## config.mk

```make
export PLATFORM = sky130hd
export DESIGN_NAME = tdf_turnaround_arb
export DESIGN_NICKNAME = d
export VERILOG_FILES = /design/src/rtl/tdf_arb_pkg.sv /design/src/rtl/tdf_trigger_sel.sv /design/src/rtl/tdf_window_cnt.sv /design/src/rtl/tdf_setup_pick.sv /design/src/rtl/tdf_turnaround_arb.sv
export SDC_FILE = /design/constraint.sdc
export NUM_CORES = 1
export LEC_CHECK = 0
export ABC_AREA = 1
export BUFFER_PORTS_ARGS = -buffer_cell sky130_fd_sc_hd__clkbuf_2
export CAP_MARGIN = 15
export CORE_ASPECT_RATIO = 1.25
export CORE_MARGIN = 2
export CORE_UTILIZATION = 48
export DETAILED_ROUTE_END_ITERATION = 8
export HOLD_SLACK_MARGIN = 0.1
export PLACE_DENSITY = 0.81
export SLEW_MARGIN = 20
export SYNTH_ARGS = -nofsm -noshare
export SYNTH_HDL_FRONTEND = slang
export SYNTH_SLANG_ARGS = --single-unit
```

## constraint.sdc

```tcl
create_clock -name clk -period 4.25 [get_ports clk]
set_clock_uncertainty 0.1 [all_clocks]
set_input_delay 0.425 -clock clk [delete_from_list [all_inputs] [get_ports clk]]
set_output_delay 0.425 -clock clk [all_outputs]
set_load 0.01 [all_outputs]
```

## src/rtl/tdf_arb_pkg.sv

```systemverilog
// Package: shared helpers for the data float turnaround arbiter.
// Assumes: callers pass operands already widened to a common width.
package tdf_arb_pkg;

    // Source of the setup length that hides float cycles.
    typedef enum logic [1:0] {
        SETUP_FROM_SEL = 2'd0,
        SETUP_FROM_RD  = 2'd1,
        SETUP_FROM_WR  = 2'd2
    } setup_src_e;

    // Saturating subtraction used for the optimized wait count.
    function automatic logic [15:0] sat_sub16(input logic [15:0] a, input logic [15:0] b);
        return (a > b) ? (a - b) : 16'd0;
    endfunction

endpackage

```

## src/rtl/tdf_trigger_sel.sv

```systemverilog
// Module: turns edge pulses into a window load request.
// Each chip select keeps its own read mode bit, which picks the edge that
// counts. This module also fetches that chip select's float count (plus the
// turnaround cycle) and its optimization bit.
// Assumes: at most one read reports per cycle; NUM_CS >= 2.
module tdf_trigger_sel #(
    parameter int NUM_CS = 4,
    parameter int CNT_W  = 4,
    localparam int CS_W  = $clog2(NUM_CS),
    localparam int REM_W = CNT_W + 1
) (
    input  logic [NUM_CS*CNT_W-1:0] cfg_float_cnt,
    input  logic [NUM_CS-1:0]       cfg_opt_en,
    input  logic [NUM_CS-1:0]       cfg_rd_mode,
    input  logic [CS_W-1:0]         evt_cs,
    input  logic                    evt_sel_rise,
    input  logic                    evt_rd_rise,
    output logic                    start,
    output logic [REM_W-1:0]        load_val,
    output logic                    load_opt
);

    logic [NUM_CS-1:0] hit;
    logic [CNT_W-1:0]  cnt_of [NUM_CS];

    // One qualified-edge detector per chip select.
    for (genvar gi = 0; gi < NUM_CS; gi++) begin : g_cs
        assign cnt_of[gi] = cfg_float_cnt[gi*CNT_W +: CNT_W];
        assign hit[gi]    = (evt_cs == CS_W'(gi)) &&
                            (cfg_rd_mode[gi] ? evt_rd_rise : evt_sel_rise);
    end

    // Merge the per-chip-select hits into one load request.
    always_comb begin
        start    = |hit;
        load_val = '0;
        load_opt = 1'b0;
        for (int i = 0; i < NUM_CS; i++) begin
            if (hit[i]) begin
                load_val = REM_W'(cnt_of[i]) + REM_W'(1);
                load_opt = cfg_opt_en[i];
            end
        end
    end

endmodule

```

## src/rtl/tdf_window_cnt.sv

```systemverilog
// Module: busy window down-counter with owner tracking.
// A load overrides any count in progress. Otherwise the count drops by one
// per cycle down to zero. The owner and its optimization bit are held until
// the next load.
// Assumes: load_val is nonzero whenever start is high.
module tdf_window_cnt #(
    parameter int NUM_CS = 4,
    parameter int CNT_W  = 4,
    localparam int CS_W  = $clog2(NUM_CS),
    localparam int REM_W = CNT_W + 1
) (
    input  logic             clk,
    input  logic             rst_n,
    input  logic             start,
    input  logic [REM_W-1:0] load_val,
    input  logic [CS_W-1:0]  load_cs,
    input  logic             load_opt,
    output logic [REM_W-1:0] rem,
    output logic [CS_W-1:0]  owner,
    output logic             owner_opt
);

    // Reload on a trigger, else count down the remaining busy cycles.
    always_ff @(posedge clk) begin
        if (!rst_n) begin
            rem <= '0;
        end else if (start) begin
            rem <= load_val;
        end else if (rem != '0) begin
            rem <= rem - REM_W'(1);
        end
    end

    // Capture which chip select owns the window and how it releases.
    always_ff @(posedge clk) begin
        if (!rst_n) begin
            owner     <= '0;
            owner_opt <= 1'b0;
        end else if (start) begin
            owner     <= load_cs;
            owner_opt <= load_opt;
        end
    end

endmodule

```

## src/rtl/tdf_setup_pick.sv

```systemverilog
// Module: picks the setup length of the next access that may hide float
// cycles. Reads and writes each use their own mode bit for the requesting
// chip select.
// Assumes: setup lengths are already valid for req_cs.
module tdf_setup_pick
    import tdf_arb_pkg::*;
#(
    parameter int NUM_CS  = 4,
    parameter int SETUP_W = 6,
    localparam int CS_W   = $clog2(NUM_CS)
) (
    input  logic [CS_W-1:0]    req_cs,
    input  logic               req_write,
    input  logic [NUM_CS-1:0]  cfg_rd_mode,
    input  logic [NUM_CS-1:0]  cfg_wr_mode,
    input  logic [SETUP_W-1:0] req_sel_setup,
    input  logic [SETUP_W-1:0] req_rd_setup,
    input  logic [SETUP_W-1:0] req_wr_setup,
    output logic [SETUP_W-1:0] setup_len
);

    setup_src_e src;

    // Decide which strobe's setup applies.
    always_comb begin
        if (req_write) begin
            src = cfg_wr_mode[req_cs] ? SETUP_FROM_WR : SETUP_FROM_SEL;
        end else begin
            src = cfg_rd_mode[req_cs] ? SETUP_FROM_RD : SETUP_FROM_SEL;
        end
    end

    // Route the chosen setup length.
    always_comb begin
        case (src)
            SETUP_FROM_RD: setup_len = req_rd_setup;
            SETUP_FROM_WR: setup_len = req_wr_setup;
            default:       setup_len = req_sel_setup;
        endcase
    end

endmodule

```

## src/rtl/tdf_turnaround_arb.sv

```systemverilog
// Top: data float turnaround arbiter.
// Tracks the float-plus-turnaround window after each read and charges wait
// cycles to a next access from a different chip select. The charge is either
// the full remainder or the part its setup phase does not cover.
// Assumes: one event and one request per cycle; outputs are combinational
// from the registered window and the current request.
module tdf_turnaround_arb
    import tdf_arb_pkg::*;
#(
    parameter int NUM_CS  = 4,
    parameter int CNT_W   = 4,
    parameter int SETUP_W = 6,
    localparam int CS_W   = $clog2(NUM_CS),
    localparam int REM_W  = CNT_W + 1
) (
    input  logic                    clk,
    input  logic                    rst_n,
    input  logic [NUM_CS*CNT_W-1:0] cfg_float_cnt,
    input  logic [NUM_CS-1:0]       cfg_opt_en,
    input  logic [NUM_CS-1:0]       cfg_rd_mode,
    input  logic [NUM_CS-1:0]       cfg_wr_mode,
    input  logic [CS_W-1:0]         evt_cs,
    input  logic                    evt_sel_rise,
    input  logic                    evt_rd_rise,
    input  logic                    req_valid,
    input  logic [CS_W-1:0]         req_cs,
    input  logic                    req_write,
    input  logic [SETUP_W-1:0]      req_sel_setup,
    input  logic [SETUP_W-1:0]      req_rd_setup,
    input  logic [SETUP_W-1:0]      req_wr_setup,
    output logic                    bus_busy,
    output logic                    req_grant,
    output logic                    req_stall,
    output logic [REM_W-1:0]        req_wait
);

    logic               start;
    logic [REM_W-1:0]   load_val;
    logic               load_opt;
    logic [REM_W-1:0]   win_rem;
    logic [CS_W-1:0]    win_owner;
    logic               win_opt;
    logic [SETUP_W-1:0] setup_len;
    logic [15:0]        hidden_wait;

    tdf_trigger_sel #(.NUM_CS(NUM_CS), .CNT_W(CNT_W)) u_trig (
        .cfg_float_cnt (cfg_float_cnt),
        .cfg_opt_en    (cfg_opt_en),
        .cfg_rd_mode   (cfg_rd_mode),
        .evt_cs        (evt_cs),
        .evt_sel_rise  (evt_sel_rise),
        .evt_rd_rise   (evt_rd_rise),
        .start         (start),
        .load_val      (load_val),
        .load_opt      (load_opt)
    );

    tdf_window_cnt #(.NUM_CS(NUM_CS), .CNT_W(CNT_W)) u_win (
        .clk       (clk),
        .rst_n     (rst_n),
        .start     (start),
        .load_val  (load_val),
        .load_cs   (evt_cs),
        .load_opt  (load_opt),
        .rem       (win_rem),
        .owner     (win_owner),
        .owner_opt (win_opt)
    );

    tdf_setup_pick #(.NUM_CS(NUM_CS), .SETUP_W(SETUP_W)) u_pick (
        .req_cs        (req_cs),
        .req_write     (req_write),
        .cfg_rd_mode   (cfg_rd_mode),
        .cfg_wr_mode   (cfg_wr_mode),
        .req_sel_setup (req_sel_setup),
        .req_rd_setup  (req_rd_setup),
        .req_wr_setup  (req_wr_setup),
        .setup_len     (setup_len)
    );

    // Remaining busy cycles not hidden by the next access's setup.
    always_comb begin
        hidden_wait = sat_sub16(16'(win_rem), 16'(setup_len));
    end

    // Charge the wait and derive grant or stall for the pending access.
    always_comb begin
        bus_busy = (win_rem != '0);
        if (!req_valid || !bus_busy || (req_cs == win_owner)) begin
            req_wait = '0;
        end else if (win_opt) begin
            req_wait = REM_W'(hidden_wait);
        end else begin
            req_wait = win_rem;
        end
        req_grant = req_valid && (req_wait == '0);
        req_stall = req_valid && (req_wait != '0);
    end

endmodule

```

### Yosys cells after proc, flatten, opt, wreduce, memory -nomap -nowiden

Index checks and enable logic that the tools add are counted.

| operators by class | value |
|---|---|
| $add $sub $neg | 6 |
| multipliers | 0 |
| divide/modulo/power cells | 0 |
| $lt $le $gt $ge | 2 |
| equal/unequal tests | 6 |
| shift-type cells | 0 |
| multiplexer cells | 25 |
| bitwise operators | 0 |
| reduce and logical (&&, ||, !) cells | 16 |

Operators with widths:

| kind | count |
|---|---|
| 2-to-1 mux 5 bit | 9 |
| adder 4 x 1 -> 5 bit (second input constant) | 4 |
| one-hot mux 6 bit (2 select lines) | 1 |
| 2-to-1 mux 1 bit | 11 |
| nonzero test 5 bit | 2 |
| equality test 2 bit (second input constant) | 3 |
| > comparator 5 x 6 -> 1 bit | 1 |
| logical AND 1 bit | 6 |
| zero test 5 bit | 1 |
| subtractor 5 x 1 -> 5 bit (second input constant) | 1 |
| subtractor 5 bit | 1 |
| binary-select mux 1 bit (select 2 bit) | 2 |
| equality test 2 x 1 -> 1 bit (second input constant) | 2 |
| 2-to-1 mux 2 bit | 2 |
| OR reduction 4 bit | 1 |
| < comparator 2 x 3 -> 1 bit (second input constant) | 1 |
| equality test 2 bit | 1 |
| zero test 1 bit | 2 |
| zero test 2 bit | 1 |
| logical OR 1 bit | 2 |
| nonzero test 2 bit | 1 |

| word-level totals | value |
|---|---|
| bits in registers | 8 |
| latch bits | 0 |
| RAM bits | 0 |
| ROM bits | 0 |
| input bits | 56 |
| memories kept | 0 |

### Depth between registers and ports, before layout

Gate-level depths: netlist of run 1.

| logic depth | value |
|---|---|
| depth after elaboration | 12 |
| depth in mapped cells | 23 |
| gate-level depth less buffers | 22 |

### Hierarchy

Synthesis of run 1 repeated with hierarchy kept, for this count alone.

| unflattened totals | value |
|---|---|
| cell total of the unflattened synthesis | 300 |
| area, all modules | 1606.5 um2 |

Modules (own cells, without submodules):

| module | times used | cells each | area an instance (um2) |
|---|---|---|---|
| tdf_trigger_sel | 1 | 100 | 505.5 |
| tdf_turnaround_arb | 1 | 87 | 455.4 |
| tdf_window_cnt | 1 | 57 | 395.4 |
| tdf_setup_pick | 1 | 56 | 250.2 |

### Worst setup path after synthesis of run 1

OpenSTA, ideal clock, no wires.

| timing | value |
|---|---|
| kind | input port to output port |
| from | in req_cs[0] |
| to | out req_grant |
| arrival | 3.199 ns |
| data required time | 3.725 ns |
| path slack | 0.526 ns |
| stages | 23 |
| path through | clkbuf_2 inv_1 nor2_1 o32ai_1 nand2_1 ha_1 buf_2 a221o_1 o21ai_0 inv_1 ha_1 fa_1 inv_1 nand3_1 nand2_1 nand2_2 nand2_2 inv_1 nand3_2 nand2_1 nand2_2 nand2_2 nor3_1 |

| on the way | value |
|---|---|
| word-level cells in the longest chain between the ends | 12 |
| elaborated cells on any way between the ends | 19 |
| those cells by class | add/sub: 1; order compare: 1; eq/ne: 3; mux: 11; reduce/logical: 3 |

RTL lines:

| item | RTL line | source |
|---|---|---|
| from (decl) | tdf_turnaround_arb.sv:26 | `input logic [CS_W-1:0] req_cs,` |
| binary-select mux 1 bit (select 2 bit) (on tied branches) | tdf_setup_pick.sv:29, tdf_setup_pick.sv:27 |  |
| 2-to-1 mux 1 bit (on tied branches) | tdf_setup_pick.sv:29, tdf_setup_pick.sv:27 |  |
| 2-to-1 mux 1 bit or 2-to-1 mux 2 bit (tied branches) | tdf_setup_pick.sv:29, tdf_setup_pick.sv:27 |  |
| 2-to-1 mux 2 bit | tdf_setup_pick.sv:26 | `if (req_write) begin` |
| equality test 2 bit or equality test 2 x 1 -> 1 bit (tied branches) | tdf_setup_pick.sv:35 | `case (src)` |
| one-hot mux 6 bit (2 select lines) | tdf_setup_pick.sv:35 |  |
| subtractor 5 bit or > comparator 5 x 6 -> 1 bit (tied branches) | tdf_arb_pkg.sv:14 | `return (a > b) ? (a - b) : 16'd0;` |
| 2-to-1 mux 5 bit | tdf_arb_pkg.sv:14 |  |
| 2-to-1 mux 5 bit | tdf_turnaround_arb.sv:91 | `end else if (win_opt) begin` |
| 2-to-1 mux 5 bit (*) | tdf_turnaround_arb.sv:89 | `if (!req_valid \|\| !bus_busy \|\| (req_cs == win_owner)) begin` |
| zero test 5 bit (*) | tdf_turnaround_arb.sv:96 | `req_grant = req_valid && (req_wait == '0);` |
| logical AND 1 bit (*) | tdf_turnaround_arb.sv:96 |  |
| to (decl) | tdf_turnaround_arb.sv:32 | `output logic req_grant,` |

Every way passes the cells marked *; elsewhere a longest branch is shown, timed or not. The select of a mux whose other input is x is not followed.

### Final worst setup path of run 1

| timing | value |
|---|---|
| from | in req_cs[0] |
| to | out req_stall |

| on the way | value |
|---|---|
| word-level cells in the longest chain between the ends | 12 |
| elaborated cells on any way between the ends | 19 |
| those cells by class | add/sub: 1; order compare: 1; eq/ne: 3; mux: 11; reduce/logical: 3 |

RTL lines:

| item | RTL line | source |
|---|---|---|
| binary-select mux 1 bit (select 2 bit) (on tied branches) | tdf_setup_pick.sv:29, tdf_setup_pick.sv:27 |  |
| 2-to-1 mux 1 bit (on tied branches) | tdf_setup_pick.sv:29, tdf_setup_pick.sv:27 |  |
| 2-to-1 mux 1 bit or 2-to-1 mux 2 bit (tied branches) | tdf_setup_pick.sv:29, tdf_setup_pick.sv:27 |  |
| 2-to-1 mux 2 bit | tdf_setup_pick.sv:26 |  |
| equality test 2 bit or equality test 2 x 1 -> 1 bit (tied branches) | tdf_setup_pick.sv:35 |  |
| one-hot mux 6 bit (2 select lines) | tdf_setup_pick.sv:35 |  |
| subtractor 5 bit or > comparator 5 x 6 -> 1 bit (tied branches) | tdf_arb_pkg.sv:14 |  |
| 2-to-1 mux 5 bit | tdf_arb_pkg.sv:14 |  |
| 2-to-1 mux 5 bit | tdf_turnaround_arb.sv:91 |  |
| 2-to-1 mux 5 bit (*) | tdf_turnaround_arb.sv:89 |  |
| nonzero test 5 bit (*) | tdf_turnaround_arb.sv:97 | `req_stall = req_valid && (req_wait != '0);` |
| logical AND 1 bit (*) | tdf_turnaround_arb.sv:97 |  |
| to (decl) | tdf_turnaround_arb.sv:33 | `output logic req_stall,` |

Marks and branches as above.

==> impl_metrics.py, run 1 <==
metrics = {
    "clock_tree": {
        "cts_num_sinks": 8,
        "cts-htree-levels": 1,
        "clk_latency_worst_skew_pair_ps": 260,
        "cts-root-to-sink-buffers": 2,
        "cts-hold-fix-buffers": 0,
        "worst_setup_hold_path_clk_slew_ps": 60,
        "clockRootBuffer": "sky130_fd_sc_hd__clkbuf_4",
        "tritoncts": "yes",
        "cts_buf_count": 3,
    },
    "hold_path": {
        "holdCritPathClass": "input port to flip-flop",
        "min_delay_path_depth": 3,
        "hp-start": "cfg_opt_en[3]",
    },
    "placement": {
        "dp_hpwl_um": 3075,
        "preCtsSetupSlack_ps": 296.4,
        "port_buffers": 63,
        "place_congestion": 0.7638,
    },
    "global_routing": {
        "grt_max_degree": 10,
        "antenna_found_initial": 0,
        "vias_in_the_first_global_route": 1520,
        "global_route.usage.total": 0.2142,
        "overflow": 0,
        "grt_first_pass_wirelength_um": 5727,
    },
    "timing": {
        "layout_worst_path_cycle_share": 0.9208,
        "fin_tns_setup_ps": 0,
        "period_minus_slack_ps": 3914,
        "report.final.setup_viol": 0,
        "setup_ws_ps": 336.4,
        "number_of_failing_hold_endpoints_at_the_final_stage": 0,
        "max_clock_freq_mhz": 255.5,
        "worst_slew_margin_rel": 0.8051,
        "final_max_slew_viol_count": 0,
        "timing_worst_slew_pin_value_ps": 291.3,
        "rsz0062_at_grt": "false",
    },
    "die": {
        "die_height_um": 64.82,
        "design.core.area_um2": 2890,
        "pin_count": 64,
        "rows": 22,
        "initial_utilization": 0.4913,
        "die_width_um": 52.65,
        "die-area_um2": 3413,
    },
    "setup_path": {
        "critical_path_class": "input port to primary output",
        "worstPathMaxFanout": 8,
        "regToRegSetupSlack_ps": 2760,
        "worstPathRequired_ps": 3720,
        "endpoint_kind": "primary output",
        "critical_path.reg2reg.endpoint": "u_win.rem[1]",
        "cp-start-kind": "input port",
        "timing.critical_path.to": "req_stall",
        "reg2regPathDepth": 9,
        "crit_start": "req_cs[0]",
        "worstReg2RegStart": "u_win.rem[1]",
        "crit_arrival_ps": 3390,
    },
    "final_layout": {
        "synth_to_final_area_change_pct": 26.43,
        "num_antenna_cells": 0,
        "drive_gt1_frac": 0.3368,
        "nets": 360,
        "utilization": 0.6212,
    },
    "synthesis": {
        "synth_top_cells_by_area": "sky130_fd_sc_hd__ha_1 (11%), sky130_fd_sc_hd__dfxtp_1 (11%), sky130_fd_sc_hd__nand2_1 (11%)",
        "yosys_register_bits": 8,
        "synth_top_cells_by_count": "sky130_fd_sc_hd__nand2_1 (42), sky130_fd_sc_hd__inv_1 (31), sky130_fd_sc_hd__nand3_1 (19), sky130_fd_sc_hd__nor2_1 (17), sky130_fd_sc_hd__ha_1 (13)",
        "yosys.area_share.xor_xnor": 0.06784,
        "area_fraction_in_compound_gates_after_synthesis": 0.2141,
        "post-synth-top-count-cell": "sky130_fd_sc_hd__nand2_1",
        "synthDistinctLibCells": 37,
        "synth_fp_nets": 294,
        "synth_edf_count": 0,
        "synth_warnings": 0,
        "avgSynthCellArea_um2": 6.340,
        "yosys.area_share.simple": 0.3665,
        "synth_mux_area_frac": 0,
        "synth_top_area_share": 0.1145,
        "synth-main-ff-cell": "sky130_fd_sc_hd__dfxtp_1",
        "post_synthesis_cells": 224,
        "synth_fa_ha_area_frac": 0.1286,
        "synthArstFlopShare": 0,
        "synth_area_um2": 1420,
        "seq_area_frac_synth": 0.1128,
        "post-synth-top-area-cell": "sky130_fd_sc_hd__ha_1",
        "largest_family_of_logic_cells_by_synthesized_area": "simple AND/OR/NAND/NOR gates",
    },
    "power": {
        "sw_ratio": 0.4887,
        "clock_power_share": 0.099,
        "leakage_nw": 0.9871,
        "power.density_nw_per_um2": 325.9,
        "power.combinational.fraction": 0.718,
        "worst_ir_drop_vdd_mv": 0.2034,
        "power.sequential.fraction": 0.182,
        "power.switching_uw": 285.9,
        "power_internal_uw": 299.1,
    },
    "outcome": {
        "outcome": "finished clean",
    },
    "route": {
        "routed_wire_length_per_instance_um": 10.79,
        "drc_errors": 0,
        "antenna_left": 0,
        "drt_wl_total_um": 3497,
        "dr_total_vias": 1674,
        "via_per_inst": 5.167,
        "drt_pre_antenna_iters": 4,
        "drt_iter0_markers": 33,
    },
    "run": {
        "drv.max_cap_violation_count": 0,
    },
}
[placed cells by master, fill, tap and decap left out, drive strengths merged]
master and n:
o21ai 18, dfxtp 8, nor3 5, nor3b 1, o32ai 2, o211ai 2, or2 2, xor2 6
a221o 5, nand3 23, nand3b 1, o22ai 2, xnor2 5, a21oi 14, fa 1, nand2 48
clkbuf 66, nor2 22, a31oi 1, ha 13, inv 39, o21a 1, o221ai 1, nand4 2
[metrics by stage]
stage	total power [mW]	area, um^2	instances	hold WS, ps
global placement	0.5182	1770	321	435.4
global route	0.6461	1795	324	354.4
floorplan	0.4200	1420	224	406.6
CTS	0.5876	1793	324	318.2
detailed placement	0.5272	1770	321	436.8
finish	0.5851	1795	324	320.7
[cell type report]
class / instances / area (um^2)
clock buffer: 3 / 22.52
fill: 300 / 1095
inverter: 39 / 146.4
multi-input combinational: 175 / 1106
sequential: 8 / 160.2
tap: 36 / 45.04
timing repair buffer: 63 / 315.3
[worst min-delay path by stage]
| stage | end | slack [ps] |
|---|---|---|
| after global placement | u_win.owner[1] | 440 |
| final | u_win.owner_opt | 320 |
| after CTS | u_win.owner_opt | 320 |
| after detailed placement | u_win.owner[1] | 440 |
| after floorplan | u_win.owner[1] | 410 |
| after global routing | u_win.rem[1] | 350 |
[per-layer routing]
metal  share of wire  track usage  vias to the layer above
li1                -            -                      881
met1            0.41       0.2079                      742
met2            0.53       0.4328                       40
met3           0.037      0.02535                       11
met4           0.021      0.08013                        0
met5               0            0                        -
[worst max-delay path, cell delays in order]
cell	delay (ps)
sky130_fd_sc_hd__clkbuf_2	130
sky130_fd_sc_hd__inv_1	100
sky130_fd_sc_hd__nor2_1	40
sky130_fd_sc_hd__o32ai_1	210
sky130_fd_sc_hd__nand2_1	110
sky130_fd_sc_hd__ha_2	430
sky130_fd_sc_hd__inv_1	110
sky130_fd_sc_hd__o21ai_0	170
sky130_fd_sc_hd__inv_1	60
sky130_fd_sc_hd__ha_1	200
sky130_fd_sc_hd__fa_1	400
sky130_fd_sc_hd__inv_1	80
sky130_fd_sc_hd__nand3_1	80
sky130_fd_sc_hd__nand2_1	100
sky130_fd_sc_hd__nand2_2	80
sky130_fd_sc_hd__nand2_2	60
sky130_fd_sc_hd__inv_1	40
sky130_fd_sc_hd__nand3_2	50
sky130_fd_sc_hd__nand2_1	60
sky130_fd_sc_hd__nand2_2	70
sky130_fd_sc_hd__nand2_2	50
sky130_fd_sc_hd__or2_1	210
sky130_fd_sc_hd__clkbuf_2	120
[flip-flops by register name (all words and copies together) (netlist names)]
| name | flops |
|---|---|
| u_win.owner | 2 |
| u_win.rem | 5 |
| u_win.owner_opt | 1 |
[power by group through the flow]
stage	sequential (mW)	combinational, mW	clock [mW]
final	0.107	0.420	0.0582
after global placement	0.108	0.411	0
after floorplan	0.105	0.315	0
after global routing	0.108	0.476	0.0616
after CTS	0.106	0.422	0.0593
after detailed placement	0.108	0.419	0
[timing repair]
item | in CTS | in global routing
gates resized for setup | 0 | 2
setup endpoints to repair | 0 | 2
setup buffers | 0 | 0
[logic make-up (layout without fill, tap and decap cells)]
kind of cell    count (synthesis)  count (layout)
compound gates                 46              46
xor+xnor                       11              11
fa+ha+maj                      14              14
buf+inv                        41             105
flops                           8               8
simple gates                  104             104
Note: power is estimated with default switching activity, not from simulation.
==> run 2: changes to the inputs <==
--- a/config.mk
+++ b/config.mk
@@ -10,11 +10,12 @@
 export CAP_MARGIN = 15
 export CORE_ASPECT_RATIO = 1.25
 export CORE_MARGIN = 2
-export CORE_UTILIZATION = 48
+export CORE_UTILIZATION = 50
 export DETAILED_ROUTE_END_ITERATION = 8
 export HOLD_SLACK_MARGIN = 0.1
-export PLACE_DENSITY = 0.81
+export PLACE_DENSITY = 0.82
 export SLEW_MARGIN = 20
 export SYNTH_ARGS = -nofsm -noshare
 export SYNTH_HDL_FRONTEND = slang
+export SYNTH_HIERARCHICAL = 1
 export SYNTH_SLANG_ARGS = --single-unit
==> run 2 against run 1 <==
Die area increased by 8.0%. Via count increased by 17%. Combinational power decreased by 15%. Wire length increased by 10%. Cell count increased by 24%. Clock-buffer cell count unchanged. Core utilization increased by 1.1 points. Sequential power increased by 5%. Critical path type unchanged. Largest power group unchanged.
==> impl_metrics.py, run 2 <==
metrics = {
    "setup_path": {
        "reg2regPathDepth": 6,
        "critical_path.reg2reg.endpoint": "u_win/rem[2]",
        "cp.depth": 25,
        "crit_arrival_ps": 3170,
        "regToRegSetupSlack_ps": 2830,
        "timing.critical_path.slowest_cell_delay_ps": 410,
        "timing.critical_path.to": "req_grant",
        "critical-path-top-cell-by-count": "sky130_fd_sc_hd__nand2_1",
        "cp_num_buf_inv": 5,
        "cp-start-kind": "input port",
        "crit_start": "req_cs[0]",
        "worstPathRequired_ps": 3720,
        "critical_path_class": "input port to primary output",
        "worstPathMaxFanout": 7,
        "timing.critical_path.max_delay_family": "simple AND/OR/NAND/NOR gates",
        "endpoint_kind": "primary output",
        "cpMaxStageDelayCell": "sky130_fd_sc_hd__fa_1",
        "worstReg2RegStart": "u_win/rem[1]",
    },
    "die": {
        "die_width_um": 54.70,
        "initial_utilization": 0.5122,
        "die-area_um2": 3685,
        "rows": 23,
        "pin_count": 64,
        "die_height_um": 67.38,
        "design.core.area_um2": 3137,
    },
    "final_layout": {
        "synth_to_final_area_change_pct": 23.52,
        "final_cells": 401,
        "nets": 435,
        "largest_register": "u_win/rem",
        "utilization": 0.6326,
        "num_antenna_cells": 0,
        "multiInputGateArea_um2": 1200,
        "mostFrequentLayoutCell": "sky130_fd_sc_hd__nand2_1",
        "fill_cells": 327,
        "regArea_um2": 160.2,
        "most-common-layout-cells": "sky130_fd_sc_hd__nand2_1 (91), sky130_fd_sc_hd__clkbuf_2 (63), sky130_fd_sc_hd__inv_1 (56)",
        "largest_register_ff_count": 5,
        "largestRegisters": "u_win/rem (5), u_win/owner (2), u_win/owner_opt (1)",
        "drive_gt1_frac": 0.2308,
        "fin_area_um2": 1984,
    },
    "power": {
        "design_power_total_uw": 554.9,
        "worst_ir_drop_vdd_mv": 0.1837,
        "power.density_nw_per_um2": 279.6,
        "leakage_nw": 1.188,
    },
    "route": {
        "drt_wl_total_um": 3856,
        "routed_wire_length_per_instance_um": 9.616,
        "dr_total_vias": 1957,
        "drt_pre_antenna_iters": 5,
        "antenna_left": 0,
        "drt_iter0_markers": 45,
        "drc_errors": 0,
        "via_per_inst": 4.880,
    },
    "clock_tree": {
        "tritoncts": "yes",
        "clk_latency_worst_skew_pair_ps": 220,
        "cts.repair.resized": 0,
        "worst_setup_hold_path_clk_slew_ps": 40,
        "cts-htree-levels": 1,
        "cts-root-to-sink-buffers": 2,
        "cts-hold-fix-buffers": 0,
        "clockRootBuffer": "sky130_fd_sc_hd__clkbuf_8",
        "cts_buf_count": 3,
        "cts_num_sinks": 8,
        "post-cts-setup-buffers": 0,
    },
    "synthesis": {
        "yosys_register_bits": 8,
        "post-synth-top-area-cell": "sky130_fd_sc_hd__nand2_1",
        "post_synthesis_cells": 300,
        "synth-main-ff-cell": "sky130_fd_sc_hd__dfxtp_1",
        "synthDistinctLibCells": 26,
        "synth_warnings": 6,
        "synth_top_cells_by_area": "sky130_fd_sc_hd__nand2_1 (21%), sky130_fd_sc_hd__inv_1 (13%), sky130_fd_sc_hd__dfxtp_1 (10%)",
        "synth_top_area_share": 0.2126,
        "avgSynthCellArea_um2": 5.355,
        "seq_area_frac_synth": 0.09969,
        "synth_fp_nets": 369,
        "synth_top_cells_by_count": "sky130_fd_sc_hd__nand2_1 (91), sky130_fd_sc_hd__inv_1 (56), sky130_fd_sc_hd__nor2_1 (38), sky130_fd_sc_hd__nand3_1 (22), sky130_fd_sc_hd__a21oi_1 (21)",
        "post-synth-top-count-cell": "sky130_fd_sc_hd__nand2_1",
        "synth_edf_count": 0,
        "synthArstFlopShare": 0,
        "synth_area_um2": 1607,
    },
    "placement": {
        "dp_hpwl_um": 3330,
        "placedCellCount": 398,
        "port_buffers": 63,
        "dp_area_um2": 1943,
        "place_congestion": 0.8046,
        "preCtsSetupSlack_ps": 555.8,
    },
    "timing": {
        "setup_ws_ps": 552.7,
        "holdWs_ps": 407.4,
        "worst_slew_margin_rel": 0.7915,
        "fin_tns_setup_ps": 0,
        "layout_worst_path_cycle_share": 0.8699,
        "timing_worst_slew_pin_value_ps": 312.3,
        "report.final.setup_viol": 0,
        "number_of_failing_hold_endpoints_at_the_final_stage": 0,
        "max_clock_freq_mhz": 270.5,
        "period_minus_slack_ps": 3697,
        "final_max_slew_viol_count": 0,
        "rsz0062_at_grt": "false",
    },
    "hold_path": {
        "holdCritPathClass": "input port to flip-flop",
    },
    "global_routing": {
        "overflow": 0,
        "vias_in_the_first_global_route": 1675,
        "grt_max_degree": 12,
        "antenna_found_initial": 0,
        "grt_first_pass_wirelength_um": 6237,
        "global_route.usage.total": 0.2225,
    },
    "run": {
        "drv.max_cap_violation_count": 0,
    },
    "outcome": {
        "outcome": "finished clean",
    },
}
run 2: where the power goes:
group	internal, mW	total (mW)	switching (mW)
Clock	0.0610	0.0865	0.0255
Combinational	0.145	0.357	0.212
Sequential	0.0891	0.112	0.0227
run 2: how the worst min path moves through the flow:
stage | from | cells past startpoint | endpoint
floorplan | u_win/rem[4] | 2 | u_win/rem[4]
global placement | u_win/owner[1] | 2 | u_win/owner[1]
detailed placement | u_win/owner[1] | 2 | u_win/owner[1]
CTS | rst_n | 3 | u_win/rem[2]
global route | rst_n | 3 | u_win/owner[1]
finish | evt_cs[0] | 3 | u_win/owner[0]
run 2: kinds of logic after synthesis:
family | after synthesis | share of synthesized area
buf+inv | 61 | 0.1534
fa+ha+maj | 13 | 0.1059
compound gates | 33 | 0.1192
simple gates | 182 | 0.5055
flops | 8 | 0.09969
xor+xnor | 3 | 0.01636
run 2: area by class of cell:
cell class                 count  area share
multi-input combinational    231      0.6047
timing repair buffer          63      0.1589
inverter                      59      0.1116
sequential                     8     0.08071
tap                           37     0.02333
clock buffer                   3     0.02081
run 2: routing by layer:
layer  GRT usage  vias to the layer above  wire length, um
met5           0                        -                0
met4     0.07188                        0               14
met3     0.02212                        2              174
met1      0.2193                      827             1597
li1            -                     1079                -
met2      0.4524                       49             2069
run 2: worst min-delay path: stages:
cell	delay [ps]
sky130_fd_sc_hd__clkbuf_2	120
sky130_fd_sc_hd__nor2_1	60
sky130_fd_sc_hd__nor2_1	90
==> run 3: changes to the inputs <==
--- a/config.mk
+++ b/config.mk
@@ -8,12 +8,14 @@
 export ABC_AREA = 1
 export BUFFER_PORTS_ARGS = -buffer_cell sky130_fd_sc_hd__clkbuf_2
 export CAP_MARGIN = 15
+export CELL_PAD_IN_SITES_DETAIL_PLACEMENT = 0
+export CELL_PAD_IN_SITES_GLOBAL_PLACEMENT = 1
 export CORE_ASPECT_RATIO = 1.25
 export CORE_MARGIN = 2
-export CORE_UTILIZATION = 50
+export CORE_UTILIZATION = 31
 export DETAILED_ROUTE_END_ITERATION = 8
 export HOLD_SLACK_MARGIN = 0.1
-export PLACE_DENSITY = 0.82
+export PLACE_DENSITY = 0.8
 export SLEW_MARGIN = 20
 export SYNTH_ARGS = -nofsm -noshare
 export SYNTH_HDL_FRONTEND = slang
==> run 3 against run 2 <==
Via count is 2.6% lower. Cell count is 6.2% higher. Maximum frequency grew 0.71%. Critical path type unchanged. Largest cell class unchanged.
==> impl_metrics.py, run 3 (synthesis gave the netlist of run 2 again) <==
metrics = {
    "power": {
        "design_power_total_uw": 555.5,
        "power_internal_uw": 293.9,
        "power.density_nw_per_um2": 275.6,
        "power.combinational.fraction": 0.637,
        "power.switching_uw": 261.5,
        "clock_power_share": 0.162,
        "sw_ratio": 0.4708,
        "leakage_nw": 1.188,
        "power.sequential.fraction": 0.201,
        "worst_ir_drop_vdd_mv": 0.08382,
    },
    "clock_tree": {
        "cts-htree-levels": 1,
        "cts-hold-fix-buffers": 0,
        "cts-root-to-sink-buffers": 2,
        "tritoncts": "yes",
        "cts.repair.resized": 0,
        "cts_num_sinks": 8,
        "clockRootBuffer": "sky130_fd_sc_hd__clkbuf_8",
        "worst_setup_hold_path_clk_slew_ps": 40,
        "cts_buf_count": 3,
        "clk_latency_worst_skew_pair_ps": 230,
        "post-cts-setup-buffers": 0,
    },
    "placement": {
        "dp_hpwl_um": 3643,
        "port_buffers": 63,
        "preCtsSetupSlack_ps": 562.7,
        "place_congestion": 0.7971,
        "placedCellCount": 423,
        "dp_area_um2": 1974,
    },
    "hold_path": {
        "min_delay_path_depth": 3,
        "hold-path-endpoint": "u_win/rem[2]",
        "hp-start": "rst_n",
        "holdCritPathClass": "input port to flip-flop",
    },
    "final_layout": {
        "most-common-layout-cells": "sky130_fd_sc_hd__nand2_1 (91), sky130_fd_sc_hd__clkbuf_2 (63), sky130_fd_sc_hd__inv_1 (56)",
        "nets": 435,
        "fin_area_um2": 2016,
        "num_antenna_cells": 0,
        "largest_register": "u_win/rem",
        "fill_cells": 578,
        "mostFrequentLayoutCell": "sky130_fd_sc_hd__nand2_1",
        "largest_register_ff_count": 5,
        "drive_gt1_frac": 0.2308,
        "utilization": 0.3997,
        "synth_to_final_area_change_pct": 25.47,
        "final_cells": 426,
        "largestRegisters": "u_win/rem (5), u_win/owner (2), u_win/owner_opt (1)",
    },
    "timing": {
        "fin_tns_setup_ps": 0,
        "layout_worst_path_cycle_share": 0.8638,
        "period_minus_slack_ps": 3671,
        "timing_worst_slew_pin_value_ps": 323.3,
        "worst_slew_margin_rel": 0.7842,
        "rsz0062_at_grt": "false",
        "holdWs_ps": 402.9,
        "max_clock_freq_mhz": 272.4,
        "setup_ws_ps": 578.8,
        "report.final.setup_viol": 0,
        "final_max_slew_viol_count": 0,
        "number_of_failing_hold_endpoints_at_the_final_stage": 0,
    },
    "route": {
        "via_per_inst": 4.474,
        "routed_wire_length_per_instance_um": 9.646,
        "drt_iter0_markers": 54,
        "dr_total_vias": 1906,
        "drc_errors": 0,
        "drt_wl_total_um": 4109,
        "antenna_left": 0,
        "drt_pre_antenna_iters": 4,
    },
    "die": {
        "rows": 29,
        "initial_utilization": 0.3185,
        "die_width_um": 68.39,
        "die-area_um2": 5778,
        "die_height_um": 84.49,
        "pin_count": 64,
        "design.core.area_um2": 5044,
    },
    "setup_path": {
        "worstReg2RegStart": "u_win/rem[1]",
        "critical_path.reg2reg.endpoint": "u_win/rem[2]",
        "regToRegSetupSlack_ps": 2810,
        "worstPathRequired_ps": 3720,
        "critical_path_class": "input port to primary output",
        "crit_start": "req_cs[0]",
        "reg2regPathDepth": 6,
        "endpoint_kind": "primary output",
        "cp-start-kind": "input port",
        "worstPathMaxFanout": 7,
        "crit_arrival_ps": 3150,
    },
    "outcome": {
        "outcome": "finished clean",
    },
    "global_routing": {
        "overflow": 0,
        "grt_max_degree": 12,
        "antenna_found_initial": 0,
        "grt_first_pass_wirelength_um": 7024,
        "global_route.usage.total": 0.1494,
        "vias_in_the_first_global_route": 1715,
    },
    "run": {
        "drv.max_cap_violation_count": 0,
    },
}
run 3: cell counts in the layout (fill, tap and decap cells not counted):
Identical to the previous run, type by type.
run 3: power by group through the flow:
stage	combinational (mW)	sequential [mW]	clock, mW
2_1_floorplan	0.266	0.105	0
3_3_place_gp	0.358	0.114	0
3_5_place_dp	0.356	0.114	0
4_1_cts	0.359	0.113	0.0927
5_1_grt	0.413	0.116	0.0974
6_report	0.354	0.112	0.0900
run 3: worst max path at each step:
stage	endpoint	slack, ps	cells past startpoint
after floorplan	req_grant	1000	22
after detailed placement	req_grant	560	25
final	req_grant	580	25
after global placement	req_grant	600	24
after global routing	req_grant	190	25
after CTS	req_grant	560	24
run 3: critical path, cell delays in order:
cell and delay, ps:
sky130_fd_sc_hd__clkbuf_2 150, sky130_fd_sc_hd__inv_2 60, sky130_fd_sc_hd__nand2_1 50, sky130_fd_sc_hd__nand3_1 100
sky130_fd_sc_hd__nand2_1 70, sky130_fd_sc_hd__nand2_1 50, sky130_fd_sc_hd__ha_1 350, sky130_fd_sc_hd__inv_1 170
sky130_fd_sc_hd__nor2_1 60, sky130_fd_sc_hd__a21oi_1 120, sky130_fd_sc_hd__ha_1 150, sky130_fd_sc_hd__inv_1 50
sky130_fd_sc_hd__fa_1 410, sky130_fd_sc_hd__nand2_1 80, sky130_fd_sc_hd__nand2_1 50, sky130_fd_sc_hd__nand3_1 100
sky130_fd_sc_hd__nand2_2 80, sky130_fd_sc_hd__nand3_1 70, sky130_fd_sc_hd__nand2_1 50, sky130_fd_sc_hd__nand2_1 90
sky130_fd_sc_hd__nand2_1 70, sky130_fd_sc_hd__nor2_2 110, sky130_fd_sc_hd__nand2_2 60, sky130_fd_sc_hd__nor2_2 70
sky130_fd_sc_hd__clkbuf_2 120
run 3: routing by layer:
layer | vias to the layer above | wire, um | GRT usage
met3 | 2 | 195 | 0.01609
met1 | 781 | 1829 | 0.1837
met2 | 47 | 2068 | 0.2719
met4 | 0 | 15 | 0.02727
met5 | - | 0 | 0
li1 | 1076 | - | -
run 3: cell type report:
type,count,area [um^2],area share
Multi-Input combinational cell,231,1200,0.5953
Timing Repair Buffer,63,315.3,0.1564
Sequential cell,8,160.2,0.07945
Clock buffer,3,41.29,0.02048
Tap cell,62,77.57,0.03849
Inverter,59,221.5,0.1099
